File: config.mk
export PLATFORM = sky130hd
export DESIGN_NAME = tf_cmd_seq
export DESIGN_NICKNAME = d
export VERILOG_FILES = /design/src/rtl/tf_seq_pkg.sv /design/src/rtl/tf_cmd_check.sv /design/src/rtl/tf_slot_pick.sv /design/src/rtl/tf_read_buf.sv /design/src/rtl/tf_cmd_seq.sv
export SDC_FILE = /design/constraint.sdc
export NUM_CORES = 1
export LEC_CHECK = 0
export BUFFER_PORTS_ARGS = -buffer_cell sky130_fd_sc_hd__buf_4
export CORE_ASPECT_RATIO = 2
export CORE_UTILIZATION = 50
export DETAILED_ROUTE_END_ITERATION = 6
export PLACE_DENSITY = 0.79
export SETUP_SLACK_MARGIN = 0.3
export SYNTH_ARGS = -nofsm -noshare
export SYNTH_HDL_FRONTEND = slang
export SYNTH_HIERARCHICAL = 1
export SYNTH_SLANG_ARGS = --single-unit
File: constraint.sdc
create_clock -name clk -period 13.5 [get_ports clk]
set_clock_uncertainty 0.15 [all_clocks]
set_input_delay 2.025 -clock clk [delete_from_list [all_inputs] [get_ports clk]]
set_output_delay 2.025 -clock clk [all_outputs]
set_load 0.005 [all_outputs]
File: src/rtl/tf_seq_pkg.sv
// Package: shared constants, the sequencer state type and the
// position-to-register mapping used by the taskfile sequencer.
// Assumes eight taskfile registers, with Device/Head and Command at the top.
package tf_seq_pkg;
    localparam int NREG    = 8;
    localparam int DW      = 8;
    localparam int IDXW    = $clog2(NREG);
    localparam int DEV_IDX = NREG - 2;
    localparam int CMD_IDX = NREG - 1;

    typedef enum logic [0:0] {S_IDLE = 1'b0, S_RUN = 1'b1} seq_state_t;

    // Maps a sequence slot to a register index; swap moves Device/Head after Command.
    function automatic logic [IDXW-1:0] slot_to_idx(input logic [IDXW-1:0] slot,
                                                    input logic swap);
        if (swap && slot == IDXW'(DEV_IDX))      return IDXW'(CMD_IDX);
        else if (swap && slot == IDXW'(CMD_IDX)) return IDXW'(DEV_IDX);
        else                                     return slot;
    endfunction
endpackage

File: src/rtl/tf_cmd_check.sv
// Module: descriptor validation. Purely combinational. Accepts a command only
// if the block count is zero or a power of two that fits in the field, the
// reserved bytes are zero, and a read-back request carries the fixed length.
module tf_cmd_check #(
    parameter int BCW    = 8,
    parameter int LENW   = 32,
    parameter int RSVW   = 24,
    parameter int RD_LEN = 8
) (
    input  logic            rd_only,
    input  logic [BCW-1:0]  blk_count,
    input  logic [LENW-1:0] xfer_len,
    input  logic [RSVW-1:0] rsvd,
    output logic            cmd_ok
);
    logic blk_ok, rsv_ok, len_ok;

    // Combines the three legality tests into one accept flag.
    always_comb begin
        blk_ok = ($countones(blk_count) <= 1);
        rsv_ok = (rsvd == '0);
        len_ok = !rd_only || (xfer_len == LENW'(RD_LEN));
        cmd_ok = blk_ok && rsv_ok && len_ok;
    end
endmodule

File: src/rtl/tf_slot_pick.sv
// Module: lowest-set-bit picker over the remaining-slot vector. Combinational.
// Reports whether any slot remains, which slot is lowest, and its one-hot mask.
module tf_slot_pick #(
    parameter int N = 8,
    localparam int W = $clog2(N)
) (
    input  logic [N-1:0] remain,
    output logic         hit,
    output logic [W-1:0] slot,
    output logic [N-1:0] slot_oh
);
    // Scans from the top down so that the lowest set slot wins.
    always_comb begin
        hit     = 1'b0;
        slot    = '0;
        slot_oh = '0;
        for (int k = N - 1; k >= 0; k--) begin
            if (remain[k]) begin
                hit     = 1'b1;
                slot    = W'(k);
                slot_oh = N'(1) << k;
            end
        end
    end
endmodule

File: src/rtl/tf_read_buf.sv
// Module: read-back result buffer. It clears on an accepted start and
// captures one byte lane when asked. Assumes cap_idx < N.
module tf_read_buf #(
    parameter int N  = 8,
    parameter int DW = 8,
    localparam int W = $clog2(N)
) (
    input  logic          clk,
    input  logic          rst_n,
    input  logic          clear,
    input  logic          cap_en,
    input  logic [W-1:0]  cap_idx,
    input  logic [DW-1:0] cap_data,
    output logic [N*DW-1:0] buf_q
);
    // Each lane clears on start or reset and loads when its index is captured.
    for (genvar g = 0; g < N; g++) begin : g_lane
        always_ff @(posedge clk) begin
            if (!rst_n || clear)                  buf_q[g*DW +: DW] <= '0;
            else if (cap_en && cap_idx == W'(g))  buf_q[g*DW +: DW] <= cap_data;
        end
    end
endmodule

File: src/rtl/tf_cmd_seq.sv
// Module: ATA taskfile command sequencer (top). On an accepted start it latches
// the descriptor, validates it, then issues one register access per cycle over
// the selected registers in slot order. Read data is captured one cycle after
// each read strobe. Assumes the register bus answers a read in the next cycle.
module tf_cmd_seq
    import tf_seq_pkg::*;
#(
    parameter int LENW   = 32,
    parameter int RSVW   = 24,
    parameter int RD_LEN = 8
) (
    input  logic             clk,
    input  logic             rst_n,
    input  logic             start,
    input  logic             rd_only,
    input  logic             dev_after,
    input  logic [NREG-1:0]  reg_sel,
    input  logic [NREG*DW-1:0] wr_bytes,
    input  logic [7:0]       blk_count,
    input  logic [LENW-1:0]  xfer_len,
    input  logic [RSVW-1:0]  rsvd,
    output logic [IDXW-1:0]  bus_idx,
    output logic [DW-1:0]    bus_wdata,
    output logic             bus_wr,
    output logic             bus_rd,
    input  logic [DW-1:0]    bus_rdata,
    output logic [NREG*DW-1:0] rd_buf,
    output logic             done,
    output logic             fail
);
    seq_state_t          state_q;
    logic [NREG-1:0]     remain_q;
    logic                rd_q, swap_q;
    logic [NREG*DW-1:0]  wdat_q;
    logic                pend_q;
    logic [IDXW-1:0]     pend_idx_q;
    logic                done_q, fail_q;

    logic                cmd_ok, accept, swap_in;
    logic [NREG-1:0]     slot_mask;
    logic                pick_hit;
    logic [IDXW-1:0]     pick_slot, cur_idx;
    logic [NREG-1:0]     pick_oh;

    assign accept  = start && (state_q == S_IDLE);
    assign swap_in = !rd_only && dev_after;

    tf_cmd_check #(.BCW(8), .LENW(LENW), .RSVW(RSVW), .RD_LEN(RD_LEN)) u_check (
        .rd_only   (rd_only),
        .blk_count (blk_count),
        .xfer_len  (xfer_len),
        .rsvd      (rsvd),
        .cmd_ok    (cmd_ok)
    );

    // Reorders the select mask into slot order for the requested sequence.
    for (genvar p = 0; p < NREG; p++) begin : g_slot
        assign slot_mask[p] = reg_sel[slot_to_idx(IDXW'(p), swap_in)];
    end

    tf_slot_pick #(.N(NREG)) u_pick (
        .remain  (remain_q),
        .hit     (pick_hit),
        .slot    (pick_slot),
        .slot_oh (pick_oh)
    );

    assign cur_idx = slot_to_idx(pick_slot, swap_q);

    // Drives the register bus from the current lowest remaining slot.
    always_comb begin
        bus_wr    = (state_q == S_RUN) && pick_hit && !rd_q;
        bus_rd    = (state_q == S_RUN) && pick_hit && rd_q;
        bus_idx   = pick_hit ? cur_idx : '0;
        bus_wdata = bus_wr ? wdat_q[cur_idx*DW +: DW] : '0;
    end

    // Sequencer control: accept, step through slots, finish with a done pulse.
    always_ff @(posedge clk) begin
        if (!rst_n) begin
            state_q    <= S_IDLE;
            remain_q   <= '0;
            rd_q       <= 1'b0;
            swap_q     <= 1'b0;
            wdat_q     <= '0;
            pend_q     <= 1'b0;
            pend_idx_q <= '0;
            done_q     <= 1'b0;
            fail_q     <= 1'b0;
        end else begin
            done_q <= 1'b0;
            pend_q <= bus_rd;
            if (bus_rd) pend_idx_q <= cur_idx;
            if (accept) begin
                rd_q   <= rd_only;
                swap_q <= swap_in;
                wdat_q <= wr_bytes;
                fail_q <= !cmd_ok;
                if (cmd_ok) begin
                    state_q  <= S_RUN;
                    remain_q <= slot_mask;
                end else begin
                    done_q   <= 1'b1;
                end
            end else if (state_q == S_RUN) begin
                if (pick_hit) begin
                    remain_q <= remain_q & ~pick_oh;
                end else begin
                    state_q <= S_IDLE;
                    done_q  <= 1'b1;
                end
            end
        end
    end

    tf_read_buf #(.N(NREG), .DW(DW)) u_buf (
        .clk      (clk),
        .rst_n    (rst_n),
        .clear    (accept),
        .cap_en   (pend_q),
        .cap_idx  (pend_idx_q),
        .cap_data (bus_rdata),
        .buf_q    (rd_buf)
    );

    assign done = done_q;
    assign fail = fail_q;

    // the two strobes never overlap.
    a_r11_one_strobe: assert property (@(posedge clk) disable iff (!rst_n)
        !(bus_wr && bus_rd));

    // with no swap, back-to-back accesses strictly ascend.
    a_r2_ascending: assert property (@(posedge clk) disable iff (!rst_n)
        ((bus_wr || bus_rd) && !swap_q) |=> (!(bus_wr || bus_rd) || bus_idx > $past(bus_idx)));

    // done lasts a single cycle.
    a_r9_done_pulse: assert property (@(posedge clk) disable iff (!rst_n)
        done |=> !done);

    // read-back mode issues no write strobe.
    a_r5_no_write_in_read: assert property (@(posedge clk) disable iff (!rst_n)
        (state_q == S_RUN && rd_q) |-> !bus_wr);

    // a start while running leaves the latched mode untouched.
    a_r10_busy_start_ignored: assert property (@(posedge clk) disable iff (!rst_n)
        (state_q == S_RUN && start) |=> ($stable(rd_q) && $stable(swap_q)));

    // a rejected command had no strobe in the cycle before its done.
    a_r6_fail_no_access: assert property (@(posedge clk) disable iff (!rst_n)
        (done && fail) |-> $past(!bus_wr && !bus_rd));

    // no strobe while idle.
    a_r11_idle_quiet: assert property (@(posedge clk) disable iff (!rst_n)
        (state_q == S_IDLE) |-> !(bus_wr || bus_rd));
endmodule

==> summary.txt <==
Global route
  – Grt ovf: 0
  – First-pass GRT wire length: 29400 um
  – All-layer global routing usage: between 20% and 30%
  – Vias in the first global route: between 5000 and 6000
  – Initial antenna violation count: 1
  – Largest net degree at the start of global routing: 87

Timing
  – Min Tclk post-route: a little under 6 ns
  – Final setup vio count: 0
  – Peak Freq: roughly 170 MHz
  – Worst hold slack: approximately 0.31 ns
  – Fin. Hold Viols: 0
  – Slew at the pin closest to its max-slew limit: 0.749 ns
  – Final cycle utilization of the critical path: a little over two fifths
  – Final setup TNS: 0 ns
  – Max Slew Vio Count: 0
  – Unrepaired setup endpoints after global routing: false
  – Slew Limit Headroom: 50.0%

Finish
  – Final Util: about 68%
  – Multi-input gate area: between 0.003 and 0.004 mm2
  – Commonest cells after routing, fill and taps aside: buf_4 (233), nand2_1 (149), dfxtp_1 (145)
  – Commonest non-fill, non-tap cell in the layout: buf_4
  – Sequential Area: between 0.002 and 0.003 mm2
  – # fillers: roughly 1100
  – Layout Nets: 1089
  – P&R area growth vs syn: 32.0%
  – Share of layout cells above drive strength 1: between 30% and 40%
  – Fin area: between 0.009 and 0.01 mm2

Synth
  – Yosys reg bits: around 150
  – Post-synthesis sequential area ratio: 41.9%
  – Synth unique cells: 56
  – Net count after synthesis: 900
  – Top post-synthesis cells by area: dfxtp_1 (42%), mux2i_1 (11%), nand2_1 (8.1%)
  – Share of the synthesized area in the top cell type: approximately two fifths
  – Post-Syn Instances: approximately 740
  – Synth area leader: dfxtp_1
  – Synth warnings: 6
  – Most used DFF post-synth: dfxtp_1
  – Post-Syn Area: 0.00693 mm2
  – Post-synth EDFFs: 0
  – Mapped Avg Cell Area: 9.31 um2
  – Ys async rst share: 0%

Power and ir drop
  – Clock group share of total power: between 40 and 50%
  – Leakage power: about 4.1 nW
  – Sw Share: 24.0%
  – Gate power share: 9.2%
  – P_int: around 0.75 mW
  – Pwr/cell area: ~110 mW/mm2
  – VDD IR max: ~0.00010 V
  – Register share of total power: 45.3%
  – Sw Pwr: ~0.24 mW

Place
  – Routability cong.: 0.755
  – I/O Buffers: 227
  – Dpl cell area: ~0.0086 mm2
  – Half-perimeter wire length after placement: around 13000 um

Critical path
  – Setup crit start kind: input pin
  – FF-to-FF setup slack: around 11 ns
  – Reg-to-reg critical path startpoint: state_q
  – CP arrival: 5.96 ns
  – CP Capture Type: flip-flop
  – R2r endpoint: remain_q[5]
  – CP max FO: 11
  – Reg2Reg Depth: 7
  – Worst Path Required: ~14 ns
  – Critical path class: input pin to flip-flop

Drt
  – Highest routed layer: met4
  – Vias per cell: roughly 5.4
  – Routed WL: roughly 19000 um
  – DRC viols: 0
  – Avg WL per Cell: 16.9 um
  – Met3 WL post-DR: slightly above 700 um
  – Vias: approximately 6000
  – Final ANT Viol Nets: 0
  – Starting DRT DRC Count: 168
  – Metal-1 WL: 7270 um
  – Drt first pass iters: 4
  – Met2 WL: between 10000 and 15000 um

Die
  – Die X-Extent: ~85 um
  – Die H: 168 um
  – Starting Density: between 50 and 60%
  – Core Area: roughly 0.014 mm2
  – Site Rows: 60
  – Die ar.: 0.0144 mm2
  – I/O pin total: 228

Clock tree
  – Root Driver: clkbuf_16
  – Cts hold-fix bufs: 0
  – Clock sinks: ~150
  – Clk_lat worst skew: between 0.4 and 0.5 ns
  – Htree depth: 4
  – CTS tree: yes
  – CTS resizes: 0
  – Clock slew at reported path FFs: approximately 0.06 ns
  – Clock Tree Buf Depth: 2
  – Clock buffer count from CTS: 17
  – Post-CTS Setup Repair Bufs: 0

Run
  – Max cap viols: 0

Worst hold path
  – Worst Hold Path EP: wdat_q[52]
  – Hold Path Class: flip-flop to flip-flop
  – Hold Startpoint: wdat_q[52]
  – Hold Path Cell Cnt: 2

Outcome
  – Status: finished clean
==> power by group through the flow <==
stage	sequential [mW]	clock (mW)	combinational, mW
global route	0.445	0.474	0.0995
global placement	0.453	0	0.0888
detailed placement	0.454	0	0.0907
CTS	0.444	0.454	0.0911
floorplan	0.452	0	0.0448
finish	0.444	0.447	0.0900
==> layer usage <==
metal	global-route usage (%)	vias up
met3	4.73	34
met4	11.8	0
met1	29.0	2808
li1	-	2949
met5	0	-
met2	48.2	166
==> worst max-delay path by stage <==
stage | startpoint | end | slack (ns) | cells after the start
global route | blk_count[0] | remain_q[6] | 7.45 | 15
CTS | blk_count[0] | remain_q[6] | 7.70 | 15
floorplan | blk_count[0] | remain_q[6] | 7.75 | 15
finish | blk_count[0] | remain_q[6] | 7.69 | 15
global placement | blk_count[0] | remain_q[7] | 7.41 | 15
detailed placement | blk_count[0] | remain_q[6] | 7.28 | 15
==> sequential cells by signal, summed over array words and instances (netlist names) <==
name and cells:
u_buf/buf_q 64, wdat_q 64, remain_q 8, pend_idx_q 3, done 1, fail 1
pend_q 1, rd_q 1, state_q 1, swap_q 1
==> cell families after synthesis <==
kind of cell    after synthesis  share of synthesized area, %
buf+inv                      82                          5.45
mux                          86                          13.7
compound gates              106                          11.5
fa+ha+maj                     7                          1.70
simple gates                315                          25.0
flops                       145                          41.9
xor+xnor                      3                         0.759
==> cell usage after synthesis (2+ instances only) <==
master	count
buf_2	20
clkbuf_1	34
nand4bb_1	3
nor3b_1	3
nand2b_1	13
a221o_1	2
ha_1	3
dfxtp_1	145
mux2i_1	76
and2_1	9
buf_1	2
buf_6	5
nor4_1	12
buf_4	2
a21boi_0	73
nand2_1	150
a211oi_1	8
nand3_1	12
nand4_1	4
mux4_1	2
nand3b_1	73
nand4b_1	3
nor2_1	8
fa_1	4
a31oi_1	3
mux4_2	4
nor2b_1	12
mux2_2	4
o21ai_0	6
inv_1	18
a311oi_1	2
o32ai_1	5
==> area by class of cell <==
| type | count | share of cell area (%) |
|---|---|---|
| antenna | 1 | 0.0274 |
| clock buffer | 19 | 4.73 |
| clock inverter | 13 | 1.41 |
| inverter | 19 | 0.794 |
| multi-input combinational | 517 | 40.0 |
| sequential | 145 | 31.7 |
| tap | 155 | 2.12 |
| timing repair buffer | 233 | 19.1 |
==> critical path, stage by stage <==
cell	delay, ns
buf_4	0.12
fa_1	0.53
inv_1	0.05
fa_1	0.45
fa_1	0.50
inv_1	0.04
ha_1	0.20
fa_1	0.44
nor4_1	0.28
nand4_1	0.18
nor4b_4	0.32
nand3b_1	0.36
nand3_1	0.20
o21ai_0	0.09
and2_1	0.17
==> stage by stage <==
step	std cells	total power, mW	setup WS, ns
global placement	1069	0.542	7.41
floorplan	744	0.497	7.75
detailed placement	1069	0.544	7.28
finish	1102	0.981	7.69
global route	1102	1.02	7.45
CTS	1101	0.989	7.70
No activity file was read; power rests on OpenSTA's default activity.
